`config.mk`:
```
export PLATFORM = sky130hd
export DESIGN_NAME = kbd_matrix_emu
export DESIGN_NICKNAME = d
export VERILOG_FILES = /design/src/rtl/kmx_pkg.sv /design/src/rtl/kmx_event_queue.sv /design/src/rtl/kmx_matrix_state.sv /design/src/rtl/kmx_sense_net.sv /design/src/rtl/kbd_matrix_emu.sv
export SDC_FILE = /design/constraint.sdc
export NUM_CORES = 1
export LEC_CHECK = 0
export ABC_AREA = 1
export BUFFER_PORTS_ARGS = -buffer_cell sky130_fd_sc_hd__buf_2
export CAP_MARGIN = 20
export CORE_MARGIN = 5
export CORE_UTILIZATION = 65
export CTS_CLUSTER_DIAMETER = 60
export DETAILED_ROUTE_END_ITERATION = 7
export GPL_ROUTABILITY_DRIVEN = 0
export HOLD_SLACK_MARGIN = 0.15
export PLACE_DENSITY = 0.87
export SETUP_SLACK_MARGIN = 0.1
export SLEW_MARGIN = 20
export SYNTH_ARGS = -nofsm -noshare
export SYNTH_HDL_FRONTEND = slang
export SYNTH_HIERARCHICAL = 1
export SYNTH_SLANG_ARGS = --single-unit
export TNS_END_PERCENT = 1
```
`constraint.sdc`:
```
create_clock -name clk -period 10.2 [get_ports clk]
set_input_delay 2.04 -clock clk [delete_from_list [all_inputs] [get_ports clk]]
set_output_delay 2.04 -clock clk [all_outputs]
set_load 0.05 [all_outputs]
```
`src/rtl/kmx_pkg.sv`:
```
package kmx_pkg;

   typedef struct packed {
      logic [3:0] row;
      logic [3:0] col;
   } kmx_pos_t;

   localparam kmx_pos_t KMX_UNMAPPED = '{row: 4'hF, col: 4'hF};

   // Key value -> matrix position. Values below rows*cols fill the matrix
   // row by row; a run of nbtn values from btn_base lands on the pseudo-row
   // numbered 'rows'; everything else is unmapped.
   function automatic kmx_pos_t kmx_lookup(input logic [6:0] value,
                                           input int rows, input int cols,
                                           input int btn_base, input int nbtn);
      int v;
      kmx_pos_t p;
      v = int'(value);
      if (v < rows * cols) begin
         p.row = 4'(v / cols);
         p.col = 4'(v % cols);
      end else if (v >= btn_base && v < btn_base + nbtn) begin
         p.row = 4'(rows);
         p.col = 4'(v - btn_base);
      end else begin
         p = KMX_UNMAPPED;
      end
      return p;
   endfunction

endpackage

```
`src/rtl/kmx_event_queue.sv`:
```
module kmx_event_queue #(
   parameter int DEPTH = 16,
   parameter int WIDTH = 8
) (
   input  logic                     clk,
   input  logic                     rst_n,
   input  logic                     push,
   input  logic [WIDTH-1:0]         push_data,
   input  logic                     pop,
   output logic [WIDTH-1:0]         head,
   output logic                     empty,
   output logic [$clog2(DEPTH):0]   count,
   output logic                     overflow
);
   localparam int AW = (DEPTH > 1) ? $clog2(DEPTH) : 1;
   localparam int CW = $clog2(DEPTH) + 1;

   if (DEPTH < 2) begin : g_bad_depth
      $error("kmx_event_queue: DEPTH must be at least 2");
   end

   logic [WIDTH-1:0] mem [DEPTH];
   logic [AW-1:0]    rd_ptr, wr_ptr;
   logic             full, do_pop, do_push;

   assign empty   = (count == '0);
   assign full    = (count == CW'(DEPTH));
   assign do_pop  = pop && !empty;
   assign do_push = push && (!full || do_pop);
   assign head    = mem[rd_ptr];

   function automatic logic [AW-1:0] next_ptr(input logic [AW-1:0] p);
      return (p == AW'(DEPTH - 1)) ? '0 : p + AW'(1);
   endfunction

   always_ff @(posedge clk) begin
      if (do_push) mem[wr_ptr] <= push_data;
   end

   always_ff @(posedge clk or negedge rst_n) begin
      if (!rst_n) begin
         rd_ptr   <= '0;
         wr_ptr   <= '0;
         count    <= '0;
         overflow <= 1'b0;
      end else begin
         if (do_pop)  rd_ptr <= next_ptr(rd_ptr);
         if (do_push) wr_ptr <= next_ptr(wr_ptr);
         if (do_push && !do_pop)      count <= count + CW'(1);
         else if (do_pop && !do_push) count <= count - CW'(1);
         if (push && !do_push) overflow <= 1'b1;
      end
   end
endmodule

```
`src/rtl/kmx_matrix_state.sv`:
```
module kmx_matrix_state
   import kmx_pkg::*;
#(
   parameter int NUM_SENSE  = 7,
   parameter int NUM_STROBE = 11,
   parameter int NUM_BTN    = 5,
   parameter int BTN_BASE   = 80
) (
   input  logic                                   clk,
   input  logic                                   rst_n,
   input  logic                                   apply,
   input  logic [7:0]                             code,
   output logic [NUM_SENSE-1:0][NUM_STROBE-1:0]   rows,
   output logic [NUM_BTN-1:0]                     button
);
   kmx_pos_t pos;
   logic     level;

   assign pos   = kmx_lookup(code[6:0], NUM_SENSE, NUM_STROBE, BTN_BASE, NUM_BTN);
   assign level = ~code[7];

   for (genvar r = 0; r < NUM_SENSE; r++) begin : g_row
      for (genvar c = 0; c < NUM_STROBE; c++) begin : g_col
         always_ff @(posedge clk or negedge rst_n) begin
            if (!rst_n)
               rows[r][c] <= 1'b0;
            else if (apply && pos.row == 4'(r) && pos.col == 4'(c))
               rows[r][c] <= level;
         end
      end
   end

   for (genvar b = 0; b < NUM_BTN; b++) begin : g_btn
      always_ff @(posedge clk or negedge rst_n) begin
         if (!rst_n)
            button[b] <= 1'b0;
         else if (apply && pos.row == 4'(NUM_SENSE) && pos.col == 4'(b))
            button[b] <= level;
      end
   end
endmodule

```
`src/rtl/kmx_sense_net.sv`:
```
module kmx_sense_net #(
   parameter int NUM_SENSE  = 7,
   parameter int NUM_STROBE = 11
) (
   input  logic [NUM_SENSE-1:0][NUM_STROBE-1:0] rows,
   input  logic [NUM_STROBE-1:0]                strobe,
   output logic [NUM_SENSE-1:0]                 sense
);
   for (genvar r = 0; r < NUM_SENSE; r++) begin : g_sense
      assign sense[r] = |(rows[r] & strobe);
   end
endmodule

```
`src/rtl/kbd_matrix_emu.sv`:
```
module kbd_matrix_emu #(
   parameter int NUM_SENSE   = 7,
   parameter int NUM_STROBE  = 11,
   parameter int NUM_BTN     = 5,
   parameter int BTN_BASE    = 80,
   parameter int QUEUE_DEPTH = 16,
   parameter int TICK_CYCLES = 1562500
) (
   input  logic                  clk,
   input  logic                  rst_n,
   input  logic                  ev_valid,
   input  logic [7:0]            ev_code,
   input  logic [NUM_STROBE-1:0] strobe,
   output logic [NUM_SENSE-1:0]  sense,
   output logic [NUM_BTN-1:0]    button,
   output logic                  overflow
);
   localparam int QCW = $clog2(QUEUE_DEPTH) + 1;

   if (NUM_SENSE < 1 || NUM_SENSE > 14) begin : g_bad_rows
      $error("kbd_matrix_emu: NUM_SENSE must be 1..14");
   end
   if (NUM_STROBE < 1 || NUM_STROBE > 15 || NUM_BTN < 1 || NUM_BTN > 15) begin : g_bad_cols
      $error("kbd_matrix_emu: NUM_STROBE and NUM_BTN must be 1..15");
   end
   if (BTN_BASE < NUM_SENSE * NUM_STROBE || BTN_BASE + NUM_BTN > 128) begin : g_bad_base
      $error("kbd_matrix_emu: button codes must lie above the matrix and below 128");
   end
   if (TICK_CYCLES < 1) begin : g_bad_tick
      $error("kbd_matrix_emu: TICK_CYCLES must be positive");
   end

   logic                                 tick;
   logic [7:0]                           head;
   logic                                 q_empty;
   logic [QCW-1:0]                       q_count;
   logic [NUM_SENSE-1:0][NUM_STROBE-1:0] rows;

   if (TICK_CYCLES == 1) begin : g_tick_every
      assign tick = 1'b1;
   end else begin : g_tick_count
      localparam int TW = $clog2(TICK_CYCLES);
      logic [TW-1:0] tcnt;
      always_ff @(posedge clk or negedge rst_n) begin
         if (!rst_n)                          tcnt <= '0;
         else if (tcnt == TW'(TICK_CYCLES-1)) tcnt <= '0;
         else                                 tcnt <= tcnt + TW'(1);
      end
      assign tick = (tcnt == TW'(TICK_CYCLES-1));
   end

   kmx_event_queue #(.DEPTH(QUEUE_DEPTH), .WIDTH(8)) u_queue (
      .clk      (clk),
      .rst_n    (rst_n),
      .push     (ev_valid),
      .push_data(ev_code),
      .pop      (tick),
      .head     (head),
      .empty    (q_empty),
      .count    (q_count),
      .overflow (overflow)
   );

   kmx_matrix_state #(
      .NUM_SENSE(NUM_SENSE), .NUM_STROBE(NUM_STROBE),
      .NUM_BTN(NUM_BTN), .BTN_BASE(BTN_BASE)
   ) u_state (
      .clk   (clk),
      .rst_n (rst_n),
      .apply (tick && !q_empty),
      .code  (head),
      .rows  (rows),
      .button(button)
   );

   kmx_sense_net #(.NUM_SENSE(NUM_SENSE), .NUM_STROBE(NUM_STROBE)) u_sense (
      .rows  (rows),
      .strobe(strobe),
      .sense (sense)
   );
endmodule

```
Word level (Yosys, flattened, before mapping)
Memory sizes are Yosys's and may differ from the RTL's.
Index checks and enable logic that the tools add are counted.
{"block": "totals", "inputBits": 22, "elab_cells": 249, "memories": 1, "mem_bits_rw": 128, "ff_bits": 117, "out_inout_bits": 13}
{"block": "classes", "n_lt_le_gt_ge": 3, "n_addsub": 6, "bitwise": 8, "muxes": 9, "reduce_logical": 112, "n_eq_ne": 21, "n_div": 2}
{"memory": "u_queue.mem", "words": 16, "word_bits": 8, "rd": 1, "rd_ports_with_merged_regs": 0, "write_ports": 1, "line_no": "kmx_event_queue.sv:22", "text": "logic [WIDTH-1:0] mem [DEPTH];"}
{"op": "1-bit logical AND", "n": 96}
{"op": "11-bit bitwise AND", "n": 7}
{"op": "11-bit OR reduction", "n": 7}
{"op": "8-bit by 5-bit divider with 32-bit output (second input constant)", "n": 1}
{"op": "4-bit by 3-bit == test with 1-bit output (second input constant)", "n": 8}
{"op": "8-bit by 5-bit remainder unit with 32-bit output (second input constant)", "n": 1}
{"op": "21-bit by 1-bit adder with 21-bit output (second input constant)", "n": 1}
{"op": "21-bit == test (second input constant)", "n": 1}
{"op": "21-bit 2-to-1 mux", "n": 1}
{"op": "4-bit == test (second input constant)", "n": 5}
{"op": "4-bit by 2-bit == test with 1-bit output (second input constant)", "n": 4}
{"op": "8-bit 2-to-1 mux", "n": 2}
{"op": "7-bit less-than comparator (second input constant)", "n": 2}
{"op": "5-bit 2-to-1 mux", "n": 2}
{"op": "4-bit by 1-bit adder with 4-bit output (second input constant)", "n": 2}
{"op": "4-bit by 1-bit == test with 1-bit output (second input constant)", "n": 2}
{"op": "4-bit logical NOT", "n": 2}
{"op": "4-bit 2-to-1 mux", "n": 2}
{"op": "7-bit >= comparator (second input constant)", "n": 1}
{"op": "5-bit by 1-bit adder with 5-bit output (second input constant)", "n": 1}
{"op": "5-bit == test (second input constant)", "n": 1}
{"op": "5-bit logical NOT", "n": 1}
{"op": "5-bit by 1-bit subtractor with 5-bit output (second input constant)", "n": 1}
{"op": "1-bit logical NOT", "n": 4}
{"op": "5 further kinds", "n": 6}

Logic depth before layout (Yosys ltp)
Gate-level depths: netlist of run 1.
{"block": "depth", "word_depth": 9, "ltp_mapped": 45, "depth_no_buf": 41}

Hierarchy
Netlist of run 1, hierarchy kept.
{"module": "kmx_event_queue", "cells_each": 675, "area_each_um2": 6555.0, "instances": 1}
{"module": "kmx_matrix_state", "cells_each": 668, "area_each_um2": 4909.7, "instances": 1}
{"module": "kbd_matrix_emu", "cells_each": 178, "area_each_um2": 1287.5, "instances": 1}
{"module": "kmx_sense_net", "cells_each": 147, "area_each_um2": 560.5, "instances": 1}

Worst setup path after synthesis of run 1
No wires, ideal clock.
{"block": "synth_path", "path_kind": "input to output", "startpoint": "in strobe[6]", "endpoint": "out sense[0]", "slack_ns": 5.547, "path_buffers": 0, "arrival_ns": 2.613, "cell_stages": 4, "required_ns": 8.160, "path_cell_list": "nand2_1 nand2_1 nor2_1 nand3_1"}
{"block": "synth_via", "elab_chain_cells": 2}
{"item": "from (decl)", "line_no": "kbd_matrix_emu.sv:13", "text": "input logic [NUM_STROBE-1:0] strobe,"}
{"item": "11-bit bitwise AND", "line_no": "kmx_sense_net.sv:10", "text": "assign sense[r] = |(rows[r] & strobe);"}
{"item": "11-bit OR reduction", "line_no": "kmx_sense_net.sv:10"}
{"item": "to (decl)", "line_no": "kbd_matrix_emu.sv:14", "text": "output logic [NUM_SENSE-1:0] sense,"}
Every way passes these cells.

Worst setup path after layout of run 1
{"block": "layout_path", "startpoint": "reg u_queue.rd_ptr[1]", "endpoint": "reg, netlist name u_state/rows[72]"}
{"block": "layout_via", "elab_chain_cells": 8, "word_cells_on_any_way": 15}
{"item": "from (decl)", "line_no": "kmx_event_queue.sv:23", "text": "logic [AW-1:0] rd_ptr, wr_ptr;"}
{"item": "from (signal assigned)", "line_no": "kmx_event_queue.sv:47", "text": "if (do_pop) rd_ptr <= next_ptr(rd_ptr);"}
{"item": "memory 16 x 8 bit *"}
{"item": "named net head[5]", "line_no": "kbd_matrix_emu.sv:34", "text": "logic [7:0] head;"}
{"item": "branches (longest 3 deep; another with 8-bit by 5-bit divider with 32-bit output)"}
{"item": "8-bit 2-to-1 mux *", "line_no": "kmx_pkg.sv:19", "text": "if (v < rows * cols) begin"}
{"item": "4-bit by 3-bit == test with 1-bit output", "line_no": "kmx_matrix_state.sv:27", "text": "else if (apply && pos.row == 4'(r) && pos.col == 4'(c))"}
{"item": "1-bit logical AND", "line_no": "kmx_matrix_state.sv:27"}
{"item": "1-bit logical AND *", "line_no": "kmx_matrix_state.sv:27"}
Mark *: on every way through the listed nets, which the timed path passes.
A chain may end at the register's enable or synchronous reset.

==> run_results.csv, run 1 <==
group,metric,value,unit
power_and_ir_drop,p_leak,0.00707,uW
yosys,synth_area_leaders,"edfxtp_1 (29%), dfrtp_1 (22%), nand2_1 (17%)",
clock_network,cts.htree.levels,1,
routing,drc,0,
setup_path,max_stage_delay,840,ps
clock_network,clock_path_buffers,3,
setup_path,critPathRequiredTime,10620,ps
sta,fmax,153,MHz
routing,antenna_left,0,
layout,utilization,71.6,%
power_and_ir_drop,p_total,2890,uW
routing,wl_per_cell,16.4,um
floorplanning,die_height,153,um
clock_network,cts_sinks,245,
setup_path,cp.arrival,6950,ps
yosys,synth_warnings,6,
clock_network,post_cts_resized,0,
clock_network,holdBufCountCts,0,
global_route,antenna_found_initial,1,
sta,fin_crit,6520,ps
sta,fin_crit_sh,64.0,%
sta,slew_headroom,27.0,%
yosys,synth_common_cells,"nand2_1 (615), nand3_1 (226), inv_1 (197)",
routing,drt_iter0_markers,1291,
hold_path,hold_depth,1,
setup_path,r2r_end,"u_state/rows[72]$_DFFE_PN0P_",
yosys,ys_seq_area_share,50.9,%
setup_path,slowest_stage,"nor2_4",
setup_path,endpoint_kind,"flip-flop",
layout,nets,1708,
layout,stdcell_count,1961,
clock_network,numCtsBuffers,25,
layout,drive_gt1_share,9.88,%
floorplanning,initial_utilization,66.0,%
status,status,"completed",
global_route,grt_usage,26.2,%
placed_design,port_buffers,34,
routing,vias,11300,
yosys,yosysTopAreaCell,"edfxtp_1",
setup_path,crit_type,"reg -> reg",
floorplanning,ios,35,
setup_path,path_max_fanout,44,
global_route,grt_max_degree,83,
yosys,synthFlopType,"edfxtp_1",
clock_network,clk_root_buffer_cell,"clkbuf_16",
routing,viasPerCell,5.77,
sta,drv_slew,0,
yosys,async_flop_share,47.8,%
yosys,syn_nets,1705,
floorplanning,die_area,0.0234,mm2
power_and_ir_drop,power_density,200,mW/mm2
global_route,overflow,0,
yosys,ys_seq_elements,245,
yosys,yosysMostFrequentCell,"nand2_1",
yosys,yosysTopAreaCellShare,28.9,%
setup_path,crit_path_frequent_cell,"nand2_1",
routing,drt-total-wl,32200,um
global_route,grt_pass1_wl,51400,um
clock_network,clk_latency,540,ps
hold_path,min_to,"u_queue/overflow$_DFFE_PN0P_",
yosys,syn_inst,1668,
yosys,synth_area_per_cell,7.98,um2
floorplanning,placementRows,52,
setup_path,cp-start-kind,"flip-flop",
hold_path,hold_class,"reg -> reg",
hold_path,worstHoldStart,"u_queue/overflow$_DFFE_PN0P_",
setup_path,ff2ff_path_depth,36,
power_and_ir_drop,peakVddDrop,0.186,mV
yosys,synthDistinctLibCells,40,
floorplanning,core-area,0.0202,mm2
placed_design,dp.cells,1912,
floorplanning,die_w,153,um
sta,rsz0062_at_grt,"false",
clock_network,cts.clk_slew.worst_paths,60,ps
sta,tns,0,ps
sta,tightest_slew,1090,ps
global_route,grt_pass1_vias,10400,
routing,drtPass1Iterations,6,
setup_path,timing.rr.start,"u_queue/rd_ptr[1]$_DFFE_PN0P_",
sta,final.setup_skew,11.3,ps
yosys,syn-cell-area,0.0133,mm2
run,maxCapViolCount,0,
sta,hold_violations,0,
yosys,synth_edf_count,128,
clock_network,cts_setup_buffers,0,
clock_network,cts_tree,"yes",
placed_design,hpwl,19700,um
setup_path,regToRegSetupSlack,3680,ps
layout,synthToLayoutAreaGrowth,8.53,%
sta,finalSetupViolations,0,
[power by group]
group | leakage, uW | switching (uW) | internal [uW] | total [uW]
sequential | 0.00276 | 30.2 | 1110 | 1140
clock | 0.000399 | 384 | 546 | 930
combinational | 0.00392 | 609 | 209 | 817
[metal layers]
metal / global-route usage, % / vias up / part of all wire (%)
met3: 3.39 / 98 / 7.9
li1: - / 5339 / -
met2: 44.5 / 605 / 49
met4: 9.12 / 2 / 3.4
met1: 35.1 / 5278 / 40
met5: 0 / - / 0.034
[through the flow]
stage / setup slack (ps) / area (um2) / hold WS [ps]
finish: 3680 / 14400 / 453
global route: 3110 / 14400 / 489
CTS: 3600 / 14400 / 460
detailed placement: 3690 / 13500 / 439
global placement: 3990 / 13500 / 440
floorplan: 5550 / 13300 / 441
[cell usage in the layout (no fill, tap or decap), drive strengths merged, types with 5 or more instances in the layout]
master | Yosys | final
a21oi | 13 | 13
buf | 60 | 53
clkbuf | 17 | 33
clkinv | 3 | 9
dfrtp | 117 | 117
edfxtp | 128 | 128
ha | 14 | 14
inv | 209 | 210
nand2 | 632 | 632
nand3 | 232 | 232
nand4 | 69 | 69
nor2 | 108 | 108
nor3 | 15 | 15
o21ai | 17 | 17
xnor2 | 5 | 5
xor2 | 13 | 13
[layout make-up]
cell class / count / area [um2]
inverter: 212 / 797
clock inverter: 13 / 160
timing repair buffer: 53 / 348
clock buffer: 33 / 676
fill: 1450 / 5720
multi-input combinational: 1134 / 5360
tap: 270 / 338
sequential: 245 / 6770
antenna: 1 / 2.50
[logic make-up after synthesis]
family,Yosys count,synth area share (%)
xor+xnor,18,1.18
flops,245,50.9
fa+ha+maj,15,1.47
buf+inv,289,9.34
simple gates,1067,35.6
compound gates,34,1.51
[state kept, by name, summed over array words and instances (netlist names)]
signal             flops
u_queue/count          5
u_queue/overflow       1
u_state/button         5
g_tick_count.tcnt     21
u_queue/wr_ptr         4
u_queue/rd_ptr         4
u_queue/mem          128
u_state/rows          77
[worst max-delay path by stage]
stage                                  start                      endpoint  slack (ps)
6_report       u_queue/rd_ptr[1]$_DFFE_PN0P_  u_state/rows[72]$_DFFE_PN0P_        3680
3_5_place_dp   u_queue/rd_ptr[1]$_DFFE_PN0P_   u_state/rows[6]$_DFFE_PN0P_        3690
4_1_cts        u_queue/rd_ptr[1]$_DFFE_PN0P_  u_state/rows[23]$_DFFE_PN0P_        3600
2_1_floorplan                      strobe[6]                      sense[0]        5550
5_1_grt        u_queue/rd_ptr[1]$_DFFE_PN0P_  u_state/rows[46]$_DFFE_PN0P_        3110
3_3_place_gp   u_queue/rd_ptr[1]$_DFFE_PN0P_  u_state/rows[51]$_DFFE_PN0P_        3990
[critical path, delay by kind of cell (launching register included)]
kind | cells | cell delay [ps]
adder cells (fa/ha/maj) | 3 | 640
buffers and inverters | 9 | 1510
flip-flops | 1 | 350
AND/OR/NAND/NOR | 23 | 3650
AO/OA/AOI/OAI | 1 | 190
No activity file was read; power rests on OpenSTA's default activity.
==> run 2, diff against run 1 <==
- ABC_AREA: 1 -> 0
- CORE_UTILIZATION: 65 -> 57
- PLACE_DENSITY: 0.87 -> 0.81
- clock period: 10.2 -> 5.6 ns (I/O delays scaled with it)
==> run 2 against run 1 <==
Against the previous run: hold slack better by 53 ps; via count is 23% lower; synthesized cell count is 40% lower; synthesized area is 7.6% lower; flip-flop and latch count stayed put; largest power group unchanged; the run now ends with negative setup slack left; core utilization is 3.0 points lower; worst setup slack worse by 3800 ps; cell count is 29% lower; total power is 85% higher; critical path type unchanged; highest routed layer unchanged; wire length is 5.9% lower.
==> run_results.csv, run 2 <==
group,metric,value,unit
status,status,"complete, but fails checks",
status,violations,"negative setup slack",
layout,largest_reg_flops,128,
clock_network,clock_path_buffers,3,
layout,reg.largest.list,"u_queue/mem: 128 flops, u_state/rows: 77 flops, g_tick_count.tcnt: 21 flops",
yosys,synth_area_leaders,"edfxtp_1 (31%), dfrtp_1 (24%), mux2i_1 (6.9%)",
yosys,yosysTopAreaCellShare,31.2,%
layout,multi_input_area,0.00514,mm2
global_route,antenna_found_initial,1,
clock_network,clk_latency,520,ps
setup_path,max_stage_delay,510,ps
routing,drc,0,
setup_path,crit_type,"reg -> reg",
setup_path,slowest_stage,"dfrtp_4",
routing,drt_iter0_markers,801,
routing,viasPerCell,6.28,
placed_design,hpwl,18400,um
yosys,ys_seq_area_share,55.0,%
yosys,async_flop_share,47.8,%
clock_network,numCtsBuffers,25,
yosys,synth_warnings,6,
layout,largest_register,"u_queue/mem",
floorplanning,die_height,157,um
setup_path,cp-start-kind,"flip-flop",
floorplanning,placementRows,53,
yosys,synthDistinctLibCells,91,
clock_network,cts.htree.levels,1,
layout,layout_commonest_cell,"edfxtp_1",
power_and_ir_drop,p_total,5330,uW
routing,antenna_left,0,
clock_network,cts_sinks,245,
layout,register_area,0.00678,mm2
sta,slew_headroom,38.6,%
power_and_ir_drop,peakVddDrop,0.489,mV
routing,vias,8720,
layout,final_cell_mix,"edfxtp_1 (128), dfrtp_1 (114), inv_1 (104)",
global_route,overflow,0,
clock_network,cts_tree,"yes",
placed_design,port_buffers,34,
floorplanning,die_w,157,um
layout,num-fill-cells,1349,
sta,fin_crit,5770,ps
yosys,syn-cell-area,0.0123,mm2
layout,synthToLayoutAreaGrowth,17.9,%
sta,hold_violations,0,
yosys,synth_edf_count,128,
setup_path,path_max_fanout,7,
yosys,yosysMostFrequentCell,"edfxtp_1",
layout,nets,1133,
yosys,syn_inst,1001,
power_and_ir_drop,power_density,367,mW/mm2
routing,met1_length,11800,um
floorplanning,ios,35,
sta,fmax,173,MHz
routing,route.met2.wl,15400,um
yosys,ys_seq_elements,245,
sta,rsz0062_at_grt,"true",
sta,fin_crit_sh,103,%
power_and_ir_drop,p_leak,0.00610,uW
routing,drt-total-wl,30300,um
floorplanning,core-area,0.0212,mm2
clock_network,cts.clk_slew.worst_paths,60,ps
yosys,synth_common_cells,"edfxtp_1 (128), dfrtp_1 (117), inv_1 (107)",
run,maxCapViolCount,0,
floorplanning,initial_utilization,58.2,%
layout,diodes,0,
clock_network,clk_root_buffer_cell,"clkbuf_16",
global_route,grt_usage,24.3,%
sta,tns,-5230,ps
floorplanning,die_area,0.0246,mm2
setup_path,ff2ff_path_depth,28,
yosys,yosysTopAreaCell,"edfxtp_1",
layout,drive_gt1_share,27.3,%
routing,wl_met3,1970,um
global_route,grt_pass1_vias,8761,
yosys,synth_area_per_cell,12.3,um2
sta,tightest_slew,918,ps
routing,drtPass1Iterations,6,
setup_path,cp.arrival,6130,ps
global_route,grt_max_degree,83,
hold_path,hold_depth,1,
hold_path,hold_class,"reg -> reg",
global_route,grt_pass1_wl,47600,um
sta,drv_slew,0,
setup_path,endpoint_kind,"flip-flop",
routing,top_layer,"met5",
routing,wl_per_cell,21.8,um
yosys,synthFlopType,"edfxtp_1",
sta,setup_ws,-168,ps
sta,finalSetupViolations,74,
setup_path,critPathRequiredTime,5960,ps
sta,final.setup_skew,17.1,ps
yosys,syn_nets,1038,
[run 2: changes by cell type after synthesis, moves of 24 or more]
cell     delta
buf_2      -25
nand2_1   -570
mux2i_1    +85
inv_1      -90
nand3_1   -129
nand4_1    -62
nor2_1     -36
mux4_2     +24
[run 2: stage by stage]
stage	instance area, um2	util (%)	hold WS [ps]	instances	setup slack [ps]
floorplan	12400	-	460	1001	28.3
global placement	13100	62.0	447	1314	40.5
detailed placement	13100	62.0	447	1314	-99.6
CTS	14100	66.8	492	1368	85.8
global route	14500	68.6	507	1388	-315
finish	14500	68.6	505	1388	-168
[run 2: worst paths after layout]
path / start / to / slack, ps
max: u_queue/rd_ptr[0]$_DFFE_PN0P_ / u_state/rows[58]$_DFFE_PN0P_ / -170
min: u_queue/overflow$_DFFE_PN0P_ / u_queue/overflow$_DFFE_PN0P_ / 510
max reg2reg: u_queue/rd_ptr[0]$_DFFE_PN0P_ / u_state/rows[58]$_DFFE_PN0P_ / -170
min reg2reg: u_queue/overflow$_DFFE_PN0P_ / u_queue/overflow$_DFFE_PN0P_ / 510
max in group asynchronous: rst_n / u_queue/rd_ptr[0]$_DFFE_PN0P_ / 3650
min in group asynchronous: rst_n / u_state/rows[61]$_DFFE_PN0P_ / 700
[run 2: critical path: cells and delay by family, from the launching register on]
family                     cells  cell delay (ps)
buffers and inverters          5              590
muxes                          2              590
and+or+nand+nor               10             1840
DFF                            1              510
adders and majority gates      3              650
AOI/OAI and AO/OA              8             1430
[run 2: where the power goes]
part           switching, uW  internal (uW)  total, uW
clock                    672           1070       1750
combinational            900            582       1480
sequential              73.3           2030       2100
total                   1640           3680       5330
[run 2: layout make-up]
| class | count | share of cell area, % |
|---|---|---|
| sequential | 245 | 46.7 |
| multi-input combinational | 594 | 35.4 |
| timing repair buffer | 121 | 6.75 |
| clock buffer | 31 | 4.60 |
| inverter | 109 | 2.82 |
| tap | 275 | 2.37 |
| clock inverter | 13 | 1.34 |
[run 2: kinds of logic (layout without fill, tap and decap cells)]
group,Yosys count,count (layout),synth area share (%)
AO/OA/AOI/OAI,150,150,9.93
XOR/XNOR,24,24,1.71
adder cells (fa/ha/maj),15,15,1.59
buffers and inverters,162,274,6.03
flip-flops,245,245,55.0
multiplexers,127,127,13.3
AND/OR/NAND/NOR,278,278,12.4
[run 2: what timing repair did]
item | in CTS | in global routing
pin swaps | 4 | 17
hold buffers | 0 | 0
setup endpoints to repair | 82 | 82
setup buffers | 9 | 19
gates cloned | 1 | 1
resized for setup | 14 | 43
[run 2: routing by layer]
layer / GRT usage (%) / vias to the layer above
met5: 0 / -
met4: 8.51 / 2
met3: 3.38 / 92
met2: 41.9 / 409
met1: 31.8 / 4335
li1: - / 3882
==> run 3, diff against run 2 <==
- MAX_ROUTING_LAYER: not set -> met4
- RECOVER_POWER: not set -> 100
==> run 3 against run 2 <==
Against the previous run: the flow finishes with violations (max-capacitance violations, max-slew violations, negative setup slack); final area down 0.53%; sequential power is essentially flat; cell count increased by 0.22%; global-route usage up 0.73 points; combinational power hardly changed; first-iteration DRC count down 1.2%; fmax about the same; worst setup slack worse by 1.6 ps; total power fell by 0.12%; clock-buffer cell count unchanged; critical path depth stayed put; wire length grew 0.46%.
==> run_results.csv, run 3 (synthesized netlist as in run 2, its figures left out) <==
group,metric,value,unit
global_route,grt_usage,25.0,%
layout,final_cell_mix,"edfxtp_1 (128), dfrtp_1 (114), inv_1 (103)",
placed_design,port_buffers,34,
layout,nets,1135,
layout,largest_reg_flops,128,
clock_network,clk_latency,530,ps
power_and_ir_drop,p_leak,0.00600,uW
layout,synthToLayoutAreaGrowth,17.3,%
floorplanning,core-area,0.0212,mm2
clock_network,cts.clk_slew.worst_paths,60,ps
run,maxCapViolCount,1,
setup_path,ff2ff_path_depth,28,
global_route,antenna_found_initial,1,
routing,drtPass1Iterations,5,
layout,stdcell_count,1391,
sta,slew_headroom,-143,%
setup_path,crit_type,"reg -> reg",
sta,hold_violations,0,
layout,reg.largest.list,"u_queue/mem: 128 flops, u_state/rows: 77 flops, g_tick_count.tcnt: 21 flops",
sta,finalSetupViolations,72,
clock_network,cts_tree,"yes",
sta,fin_crit,5770,ps
routing,route.met2.wl,15500,um
layout,layout_commonest_cell,"edfxtp_1",
layout,utilization,68.2,%
sta,fin_crit_sh,103,%
clock_network,clk_root_buffer_cell,"clkbuf_16",
sta,setup_ws,-170,ps
setup_path,crit_family,"simple AND/OR/NAND/NOR gates",
routing,drc,0,
routing,vias,8682,
power_and_ir_drop,p_sw,1640,uW
routing,met1_length,12100,um
setup_path,endpoint_kind,"flip-flop",
setup_path,max_stage_delay,510,ps
setup_path,critPathRequiredTime,5960,ps
placed_design,hpwl,18400,um
power_and_ir_drop,power_density,369,mW/mm2
global_route,grt_pass1_vias,8767,
status,violations,"max-capacitance violations, max-slew violations, negative setup slack",
routing,top_layer,"met4",
hold_path,hold_class,"reg -> reg",
layout,largest_register,"u_queue/mem",
power_and_ir_drop,peakVddDrop,0.492,mV
sta,tightest_slew,3640,ps
routing,drt-total-wl,30400,um
floorplanning,die_height,157,um
power_and_ir_drop,p_sw_share,30.9,%
routing,antenna_left,0,
setup_path,cp-start-kind,"flip-flop",
setup_path,worst-path-buf-inv,5,
sta,rsz0062_at_grt,"true",
routing,viasPerCell,6.24,
global_route,overflow,0,
setup_path,path_depth,28,
setup_path,cp.arrival,6130,ps
clock_network,numCtsBuffers,25,
placed_design,dp.cells,1314,
hold_path,hold_depth,1,
floorplanning,ios,35,
clock_network,cts.htree.levels,1,
power_and_ir_drop,p_int,3680,uW
sta,drv_slew,69,
layout,num-fill-cells,1383,
power_and_ir_drop,seq_power_share,39.4,%
setup_path,path_max_fanout,7,
status,status,"complete, but fails checks",
floorplanning,placementRows,53,
clock_network,clock_path_buffers,3,
sta,fmax,173,MHz
setup_path,slowest_stage,"dfrtp_4",
global_route,grt_max_degree,83,
power_and_ir_drop,combPwrFrac,27.7,%
sta,final.setup_skew,18.8,ps
global_route,grt_pass1_wl,47600,um
clock_network,cts_sinks,245,
routing,wl_per_cell,21.9,um
layout,drive_gt1_share,24.7,%
power_and_ir_drop,clkPwrFrac,32.8,%
routing,drt_iter0_markers,791,
floorplanning,die_area,0.0246,mm2
routing,wl_met3,1780,um
floorplanning,die_w,157,um
floorplanning,initial_utilization,58.2,%
-- run 3: layer usage --
layer | vias up | GRT usage, %
met1 | 4333 | 31.7
met2 | 371 | 42.0
met5 | - | -
met4 | 0 | 8.47
li1 | 3891 | -
met3 | 87 | 3.38
-- run 3: final cells by class --
| type | count | area, um2 | area share, % |
|---|---|---|---|
| antenna | 1 | 2.50 | 0.0173 |
| inverter | 109 | 409 | 2.83 |
| clock buffer | 31 | 668 | 4.63 |
| multi-input combinational | 594 | 5080 | 35.2 |
| sequential | 245 | 6780 | 46.9 |
| timing repair buffer | 123 | 958 | 6.64 |
| tap | 275 | 344 | 2.38 |
| clock inverter | 13 | 194 | 1.34 |
-- run 3: final timing paths --
check                                                    start                             end  slack, ps
worst max-delay path             u_queue/rd_ptr[0]$_DFFE_PN0P_    u_state/rows[58]$_DFFE_PN0P_       -170
worst min-delay path            g_tick_count.tcnt[0]$_DFF_PN0_  g_tick_count.tcnt[0]$_DFF_PN0_        490
worst max register to register   u_queue/rd_ptr[0]$_DFFE_PN0P_    u_state/rows[58]$_DFFE_PN0P_       -170
worst min register to register  g_tick_count.tcnt[0]$_DFF_PN0_  g_tick_count.tcnt[0]$_DFF_PN0_        490
max in group asynchronous                                rst_n   u_queue/rd_ptr[0]$_DFFE_PN0P_        870
min in group asynchronous                                rst_n    u_state/rows[61]$_DFFE_PN0P_       1820
-- run 3: per-stage QoR --
step | area (um2) | setup TNS (ps) | setup WS, ps | hold slack (ps) | total power (uW)
after detailed placement | 13100 | -3970 | -99.6 | 447 | 3350
after global placement | 13100 | 0 | 40.5 | 447 | 3320
after global routing | 14400 | -20600 | -329 | 511 | 5530
after floorplan | 12400 | 0 | 28.3 | 460 | 2930
after CTS | 14100 | 0 | 85.8 | 492 | 5160
final | 14400 | -5440 | -170 | 493 | 5320
-- run 3: timing repair --
item | CTS | global route
hold buffers | 0 | 0
resized for setup | 14 | 44
endpoints found under the setup margin | 82 | 82
endpoints found under the hold margin | 0 | 0
pin swaps | 4 | 16
cloned | 1 | 1
setup buffers | 9 | 21
-- run 3: worst register-to-register path: cells and delay by family, from the launching register on --
kind,cells,cell delay (ps)
AO/OA/AOI/OAI,8,1430
multiplexers,2,590
flip-flops,1,510
adder cells (fa/ha/maj),3,640
buffers and inverters,5,600
AND/OR/NAND/NOR,10,1830
-- run 3: power by group through the flow --
stage	Sequential (uW)	Combinational, uW	Clock (uW)
finish	2100	1480	1750
global route	2110	1560	1860
CTS	2100	1290	1770
detailed placement	2130	1220	0
global placement	2120	1200	0
floorplan	2100	825	0
